--- config.mk ---
export PLATFORM = sky130hd
export DESIGN_NAME = pulse_pattern_unit
export DESIGN_NICKNAME = d
export VERILOG_FILES = /design/src/rtl/ptn_pkg.sv /design/src/rtl/ptn_regs.sv /design/src/rtl/ptn_timer.sv /design/src/rtl/ptn_group.sv /design/src/rtl/pulse_pattern_unit.sv
export SDC_FILE = /design/constraint.sdc
export NUM_CORES = 1
export LEC_CHECK = 0
export BUFFER_PORTS_ARGS = -buffer_cell sky130_fd_sc_hd__buf_2
export CAP_MARGIN = 10
export CORE_MARGIN = 1.5
export CORE_UTILIZATION = 46
export CTS_BUF_LIST = sky130_fd_sc_hd__clkbuf_4 sky130_fd_sc_hd__clkbuf_8
export CTS_CLUSTER_SIZE = 16
export DETAILED_ROUTE_END_ITERATION = 7
export PLACE_DENSITY = 0.76
export SYNTH_ARGS = -nofsm -noshare
export SYNTH_HDL_FRONTEND = slang
export SYNTH_HIERARCHICAL = 1
export SYNTH_SLANG_ARGS = --single-unit
--- constraint.sdc ---
create_clock -name clk -period 2 [get_ports clk]
set_input_delay 0.4 -clock clk [delete_from_list [all_inputs] [get_ports clk]]
set_output_delay 0.4 -clock clk [all_outputs]
set_load 0.05 [all_outputs]
--- src/rtl/ptn_pkg.sv ---
package ptn_pkg;

  // register map of the write port
  typedef enum logic [2:0] {
    ADR_PERIOD = 3'd0,
    ADR_CTRL   = 3'd1,
    ADR_STAGE  = 3'd2,
    ADR_ENABLE = 3'd3,
    ADR_STATUS = 3'd4
  } ptn_addr_e;

  localparam int CTRL_RUN_BIT = 0;
  localparam int CTRL_IEN_BIT = 1;
  localparam int CTRL_SEL_LSB = 2;

  // masked transfer: enabled bits take the new value, others keep the old
  function automatic logic [31:0] masked_load(input logic [31:0] cur,
                                              input logic [31:0] nxt,
                                              input logic [31:0] en);
    return (cur & ~en) | (nxt & en);
  endfunction

  // interval counter step: clear on match or when stopped
  function automatic logic [31:0] count_step(input logic        run,
                                             input logic [31:0] cnt,
                                             input logic [31:0] period);
    if (!run || cnt == period) return 32'd0;
    return cnt + 32'd1;
  endfunction

endpackage

--- src/rtl/ptn_regs.sv ---
module ptn_regs #(
  parameter int DATA_W = 8,
  parameter int CNT_W  = 16,
  parameter int CTRL_W = 6,
  parameter int BUS_W  = 16
) (
  input  logic              clk,
  input  logic              rst_n,
  input  logic              wr_en,
  input  logic [2:0]        wr_addr,
  input  logic [BUS_W-1:0]  wr_data,
  input  logic              cmp_evt,
  output logic [CNT_W-1:0]  period_q,
  output logic [CTRL_W-1:0] ctrl_q,
  output logic [DATA_W-1:0] stage_q,
  output logic [DATA_W-1:0] enable_q,
  output logic              irq_q
);
  import ptn_pkg::*;

  logic irq_clr_w;
  logic irq_set_w;
  ptn_addr_e addr_w;

  assign addr_w    = ptn_addr_e'(wr_addr);
  assign irq_clr_w = wr_en && addr_w == ADR_STATUS && wr_data[0];
  assign irq_set_w = cmp_evt && ctrl_q[CTRL_IEN_BIT];

  always_ff @(posedge clk or negedge rst_n) begin
    if (!rst_n) begin
      period_q <= '0;
      ctrl_q   <= '0;
      stage_q  <= '0;
      enable_q <= '0;
    end else if (wr_en) begin
      case (addr_w)
        ADR_PERIOD: period_q <= wr_data[CNT_W-1:0];
        ADR_CTRL:   ctrl_q   <= wr_data[CTRL_W-1:0];
        ADR_STAGE:  stage_q  <= wr_data[DATA_W-1:0];
        ADR_ENABLE: enable_q <= wr_data[DATA_W-1:0];
        default: ;
      endcase
    end
  end

  // set wins over a clear in the same cycle
  always_ff @(posedge clk or negedge rst_n) begin
    if (!rst_n)         irq_q <= 1'b0;
    else if (irq_set_w) irq_q <= 1'b1;
    else if (irq_clr_w) irq_q <= 1'b0;
  end

  a_r7_sticky: assert property (@(posedge clk) disable iff (!rst_n)
    irq_q && !irq_clr_w |=> irq_q);
  a_r7_set: assert property (@(posedge clk) disable iff (!rst_n)
    cmp_evt && ctrl_q[CTRL_IEN_BIT] |=> irq_q);
  a_r7_quiet: assert property (@(posedge clk) disable iff (!rst_n)
    !irq_q && !(cmp_evt && ctrl_q[CTRL_IEN_BIT]) |=> !irq_q);

endmodule

--- src/rtl/ptn_timer.sv ---
module ptn_timer #(
  parameter int CNT_W = 16
) (
  input  logic             clk,
  input  logic             rst_n,
  input  logic             run,
  input  logic [CNT_W-1:0] period,
  output logic [CNT_W-1:0] cnt_q,
  output logic             cmp_evt
);
  import ptn_pkg::*;

  logic [31:0] next_w;

  assign cmp_evt = run && (cnt_q == period);
  assign next_w  = count_step(run, 32'(cnt_q), 32'(period));

  always_ff @(posedge clk or negedge rst_n) begin
    if (!rst_n) cnt_q <= '0;
    else        cnt_q <= next_w[CNT_W-1:0];
  end

  a_r2_restart: assert property (@(posedge clk) disable iff (!rst_n)
    cmp_evt |=> cnt_q == '0);
  a_r9_hold_zero: assert property (@(posedge clk) disable iff (!rst_n)
    !run |=> cnt_q == '0);
  a_r2_advance: assert property (@(posedge clk) disable iff (!rst_n)
    run && !cmp_evt |=> cnt_q == $past(cnt_q) + 1'b1);

endmodule

--- src/rtl/ptn_group.sv ---
module ptn_group #(
  parameter int GW     = 4,
  parameter int SEL_W  = 2,
  localparam int NSRC  = 1 << SEL_W
) (
  input  logic             clk,
  input  logic             rst_n,
  input  logic [GW-1:0]    stage,
  input  logic [GW-1:0]    enable,
  input  logic [SEL_W-1:0] sel,
  input  logic [NSRC-1:0]  src_evt,
  output logic [GW-1:0]    q
);
  import ptn_pkg::*;

  logic        hit_w;
  logic [31:0] merged_w;

  assign hit_w    = src_evt[sel];
  assign merged_w = masked_load(32'(q), 32'(stage), 32'(enable));

  always_ff @(posedge clk or negedge rst_n) begin
    if (!rst_n)     q <= '0;
    else if (hit_w) q <= merged_w[GW-1:0];
  end

  a_r5_no_trigger_stable: assert property (@(posedge clk) disable iff (!rst_n)
    !hit_w |=> $stable(q));
  a_r3_full_load: assert property (@(posedge clk) disable iff (!rst_n)
    hit_w && (&enable) |=> q == $past(stage));

  for (genvar b = 0; b < GW; b++) begin : g_bit
    a_r4_masked_hold: assert property (@(posedge clk) disable iff (!rst_n)
      !enable[b] |=> $stable(q[b]));
  end

endmodule

--- src/rtl/pulse_pattern_unit.sv ---
module pulse_pattern_unit #(
  parameter int DATA_W = 8,
  parameter int GRP_W  = 4,
  parameter int SEL_W  = 2,
  parameter int CNT_W  = 16,
  parameter int BUS_W  = 16,
  localparam int NGRP  = DATA_W / GRP_W,
  localparam int NSRC  = 1 << SEL_W,
  localparam int CTRL_W = 2 + SEL_W * NGRP
) (
  input  logic              clk,
  input  logic              rst_n,
  input  logic              wr_en,
  input  logic [2:0]        wr_addr,
  input  logic [BUS_W-1:0]  wr_data,
  input  logic [NSRC-2:0]   ext_match,
  output logic [DATA_W-1:0] pat_out,
  output logic              irq,
  output logic              dreq
);
  import ptn_pkg::*;

  logic [CNT_W-1:0]  period_w;
  logic [CTRL_W-1:0] ctrl_w;
  logic [DATA_W-1:0] stage_w;
  logic [DATA_W-1:0] enable_w;
  logic [CNT_W-1:0]  cnt_w;
  logic              cmp_evt;
  logic [NSRC-1:0]   src_evt;
  logic              dreq_q;

  ptn_regs #(.DATA_W(DATA_W), .CNT_W(CNT_W), .CTRL_W(CTRL_W), .BUS_W(BUS_W)) u_regs (
    .clk(clk), .rst_n(rst_n), .wr_en(wr_en), .wr_addr(wr_addr), .wr_data(wr_data),
    .cmp_evt(cmp_evt), .period_q(period_w), .ctrl_q(ctrl_w), .stage_q(stage_w),
    .enable_q(enable_w), .irq_q(irq)
  );

  ptn_timer #(.CNT_W(CNT_W)) u_timer (
    .clk(clk), .rst_n(rst_n), .run(ctrl_w[CTRL_RUN_BIT]), .period(period_w),
    .cnt_q(cnt_w), .cmp_evt(cmp_evt)
  );

  // source 0 is the internal compare, sources 1.. are external events
  assign src_evt = {ext_match, cmp_evt};

  for (genvar g = 0; g < NGRP; g++) begin : g_grp
    ptn_group #(.GW(GRP_W), .SEL_W(SEL_W)) u_grp (
      .clk(clk), .rst_n(rst_n),
      .stage(stage_w[g*GRP_W +: GRP_W]),
      .enable(enable_w[g*GRP_W +: GRP_W]),
      .sel(ctrl_w[CTRL_SEL_LSB + g*SEL_W +: SEL_W]),
      .src_evt(src_evt),
      .q(pat_out[g*GRP_W +: GRP_W])
    );
  end

  always_ff @(posedge clk or negedge rst_n) begin
    if (!rst_n) dreq_q <= 1'b0;
    else        dreq_q <= cmp_evt;
  end
  assign dreq = dreq_q;

  a_r2_request_after_event: assert property (@(posedge clk) disable iff (!rst_n)
    cmp_evt |=> dreq);
  a_r9_stopped_no_request: assert property (@(posedge clk) disable iff (!rst_n)
    !ctrl_w[CTRL_RUN_BIT] && !cmp_evt |=> !dreq);
  a_r5_stage_write_no_effect: assert property (@(posedge clk) disable iff (!rst_n)
    !cmp_evt && ext_match == '0 |=> $stable(pat_out));

endmodule

==> summary.txt <==
Yosys
  • Yosys warns: 6
  • Avg Synthesized Cell Area: between 10 and 15 sq um
  • EDFF count, synth: 0
  • Post-synth top cells: dfrtp_1, mux2_2, xnor2_1
  • Area contributors post-synth: dfrtp_1, mux2_2, xnor2_1, mux2_1, nor2_1
  • Top-count cell post-synth: dfrtp_1
  • Register area share after synthesis: a little under three fifths
  • Synthesis-stage register bit count: 64
  • Synth top area share: between 50% and 60%
  • Mapped cell area: 0.00289 sq mm
  • Syn Nets: 241
  • Distinct cells, synth: 31
  • Ys async rst share: 100%
  • Syn Inst Count: around 220
  • Area leader, netlist: dfrtp_1
  • Top_reg_cell synth: dfrtp_1

Layout
  • Fin nets: 307
  • Cell area after layout: 0.00352 sq mm
  • N_diodes: 0
  • Synth-to-layout area growth: 21.9%
  • Layout cell share with drive strength beyond 1: 45.1%
  • Post-Layout Cell Count: 361
  • Fillers: approximately 480

Clock tree
  • Clk sinks: 64
  • CTS Buffer Depth: 2
  • Inserted Clock Buffers: 9
  • TritonCTS clock tree: built
  • Clock slew at reported path FFs: roughly 70 ps
  • CTS H-Tree Depth: 3
  • Clk Latency, worst-skew pair: 340 ps
  • Post-cts hold buffer count: 0
  • Root Driver: clkbuf_8

Global routing
  • Initial antenna violation count: 0
  • Vias in the first global route: 1,880
  • Global-route wire length before repair: a little over 9000 um
  • Gr ovfl total: 0
  • Gr usage total: 19.2%
  • Pin count of the biggest net entering global routing: 65

Die
  • # rows: 28
  • # IOs: 35
  • Initial Util: 48.2%
  • Core Area: 0.00599 sq mm
  • DIE AREA: 0.00677 sq mm
  • Die H: 82.3 um
  • Die X-Extent: between 80 and 90 um

Power and ir drop
  • Lkg Pwr: 1.54 nW
  • Tot Pwr: 3.77 mW
  • Max VDD drop: 0.785 mV
  • P per Cell Area: 1070 mW/mm^2

Timing
  • Slew @ Worst Pin: between 500 and 600 ps
  • Hold WS: 54.1 ps
  • Final setup TNS: -174 ps
  • Final setup margin: -39.6 ps
  • Highest clock rate: roughly 0.49 GHz
  • Fin crit share: 102%
  • Max Slew Vio Count: 0
  • Setup Viol. Count Final: 8
  • Relative slew margins: 66.0%
  • Clock skew: 7.81 ps
  • Final hold violation count: 0
  • Min Tclk post-route: 2040 ps
  • RSZ-0062 raised after global routing: yes

Critical path
  • Req. time, crit path: 2230 ps
  • CP arrival: 2270 ps
  • Worst-path fanout max: 4
  • FF-to-FF Start: u_regs/period_q[9]
  • Critical Path Start: u_regs/period_q[9]
  • WS Path Type: reg2reg
  • Startpoint Class: flop
  • Crit path capture type: flop

Routing
  • Via Count: 1,895
  • Detail Route Antenna Nets: 0
  • WL per Instance: 15.7 um
  • Drt first pass iters: 4
  • Vias/cell: between 5 and 6
  • Remaining DRCs: 0
  • Initial DRC count: 121
  • Final WL: 5680 um

Outcome
  • Outcome: finished, violations left
  • Violated checks: negative setup slack

Run
  • Max_cap viols: 0

Place
  • GPL Wtd Cong: 0.793
  • DP HPWL: between 4000 and 5000 um
  • Placed instance area: approximately 0.0033 sq mm
  • DP Cell Count: 339
  • PortBufs: 34

Min path
  • Hold WC Path Type: in2async
[worst max-delay path: stages, from the launching register on]
cell and delay (ps):
dfrtp_1 400, xnor2_1 160, nand4_1 140, nor2_1 70
and3_1 180, mux4_2 540, nand2_1 110, mux2_1 320
[cells in the final DEF (no fill, tap or decap), types with 2 or more instances in the layout]
cell        instances
clkinvlp_4          2
nand4_1             7
mux2_1              8
nor3_1              3
nand2_1             8
inv_1               2
xor2_1              4
nor4_1              4
dfrtp_1            64
nand2_2             4
and4bb_2            2
mux4_2              2
buf_4              27
xnor2_1            25
buf_2              34
nor2_1             18
mux2_2             38
nand3_1             6
clkbuf_8           11
[cell type report]
| cell class | count | area [sq um] | share of cell area, % |
|---|---|---|---|
| inverter | 2 | 7.51 | 0.213 |
| clock inverter | 4 | 28.8 | 0.817 |
| tap | 75 | 93.8 | 2.66 |
| clock buffer | 12 | 159 | 4.51 |
| multi-input combinational | 142 | 1240 | 35.2 |
| sequential | 64 | 1600 | 45.5 |
| timing repair buffer | 62 | 393 | 11.2 |
[final timing paths]
| check | to | slack (ps) | depth (start not counted) |
|---|---|---|---|
| worst max-delay path | flop | -40 | 7 |
| worst min-delay path | u_regs/ctrl_q[1] | 50 | 2 |
| worst max register to register | flop | -40 | 7 |
| worst min register to register | flop | 490 | 1 |
| max in group asynchronous | u_timer/cnt_q[1] | 1670 | 2 |
| min in group clk | u_regs/period_q[14] | 280 | 2 |
[power breakdown]
group / total (mW) / switching [mW] / internal [mW]
combinational: 1.00 / 0.580 / 0.423
sequential: 1.72 / 0.163 / 1.56
clock: 1.04 / 0.509 / 0.531
[timing repair]
| action | CTS | global route |
|---|---|---|
| pin swaps | 4 | 4 |
| setup endpoints to repair | 7 | 8 |
| resized for setup | 1 | 3 |
| setup buffers | 2 | 4 |
| gates cloned | 0 | 0 |
[per-layer routing]
layer	GRT usage (%)	share of wire (%)	wire (um)	vias to the layer above
li1	-	-	-	889
met1	26.8	47	2670	936
met2	27.8	46	2640	58
met3	4.07	4.2	241	12
met4	10.8	2.4	134	0
met5	0	0	0	-
[per-stage QoR]
step,setup WS [ps],util (%)
6_report,-39.6,58.8
5_1_grt,-76.9,58.8
4_1_cts,0.935,58.2
3_5_place_dp,-13.1,54.7
3_3_place_gp,30.2,54.7
2_1_floorplan,12.5,-
[logic make-up after synthesis]
logic type	share of synthesized area, %
compound gates	2.12
xor+xnor	8.79
fa+ha+maj	0.433
buf+inv	2.08
flops	55.4
mux	19.5
simple gates	11.7
(Power assumes the default switching activity.)
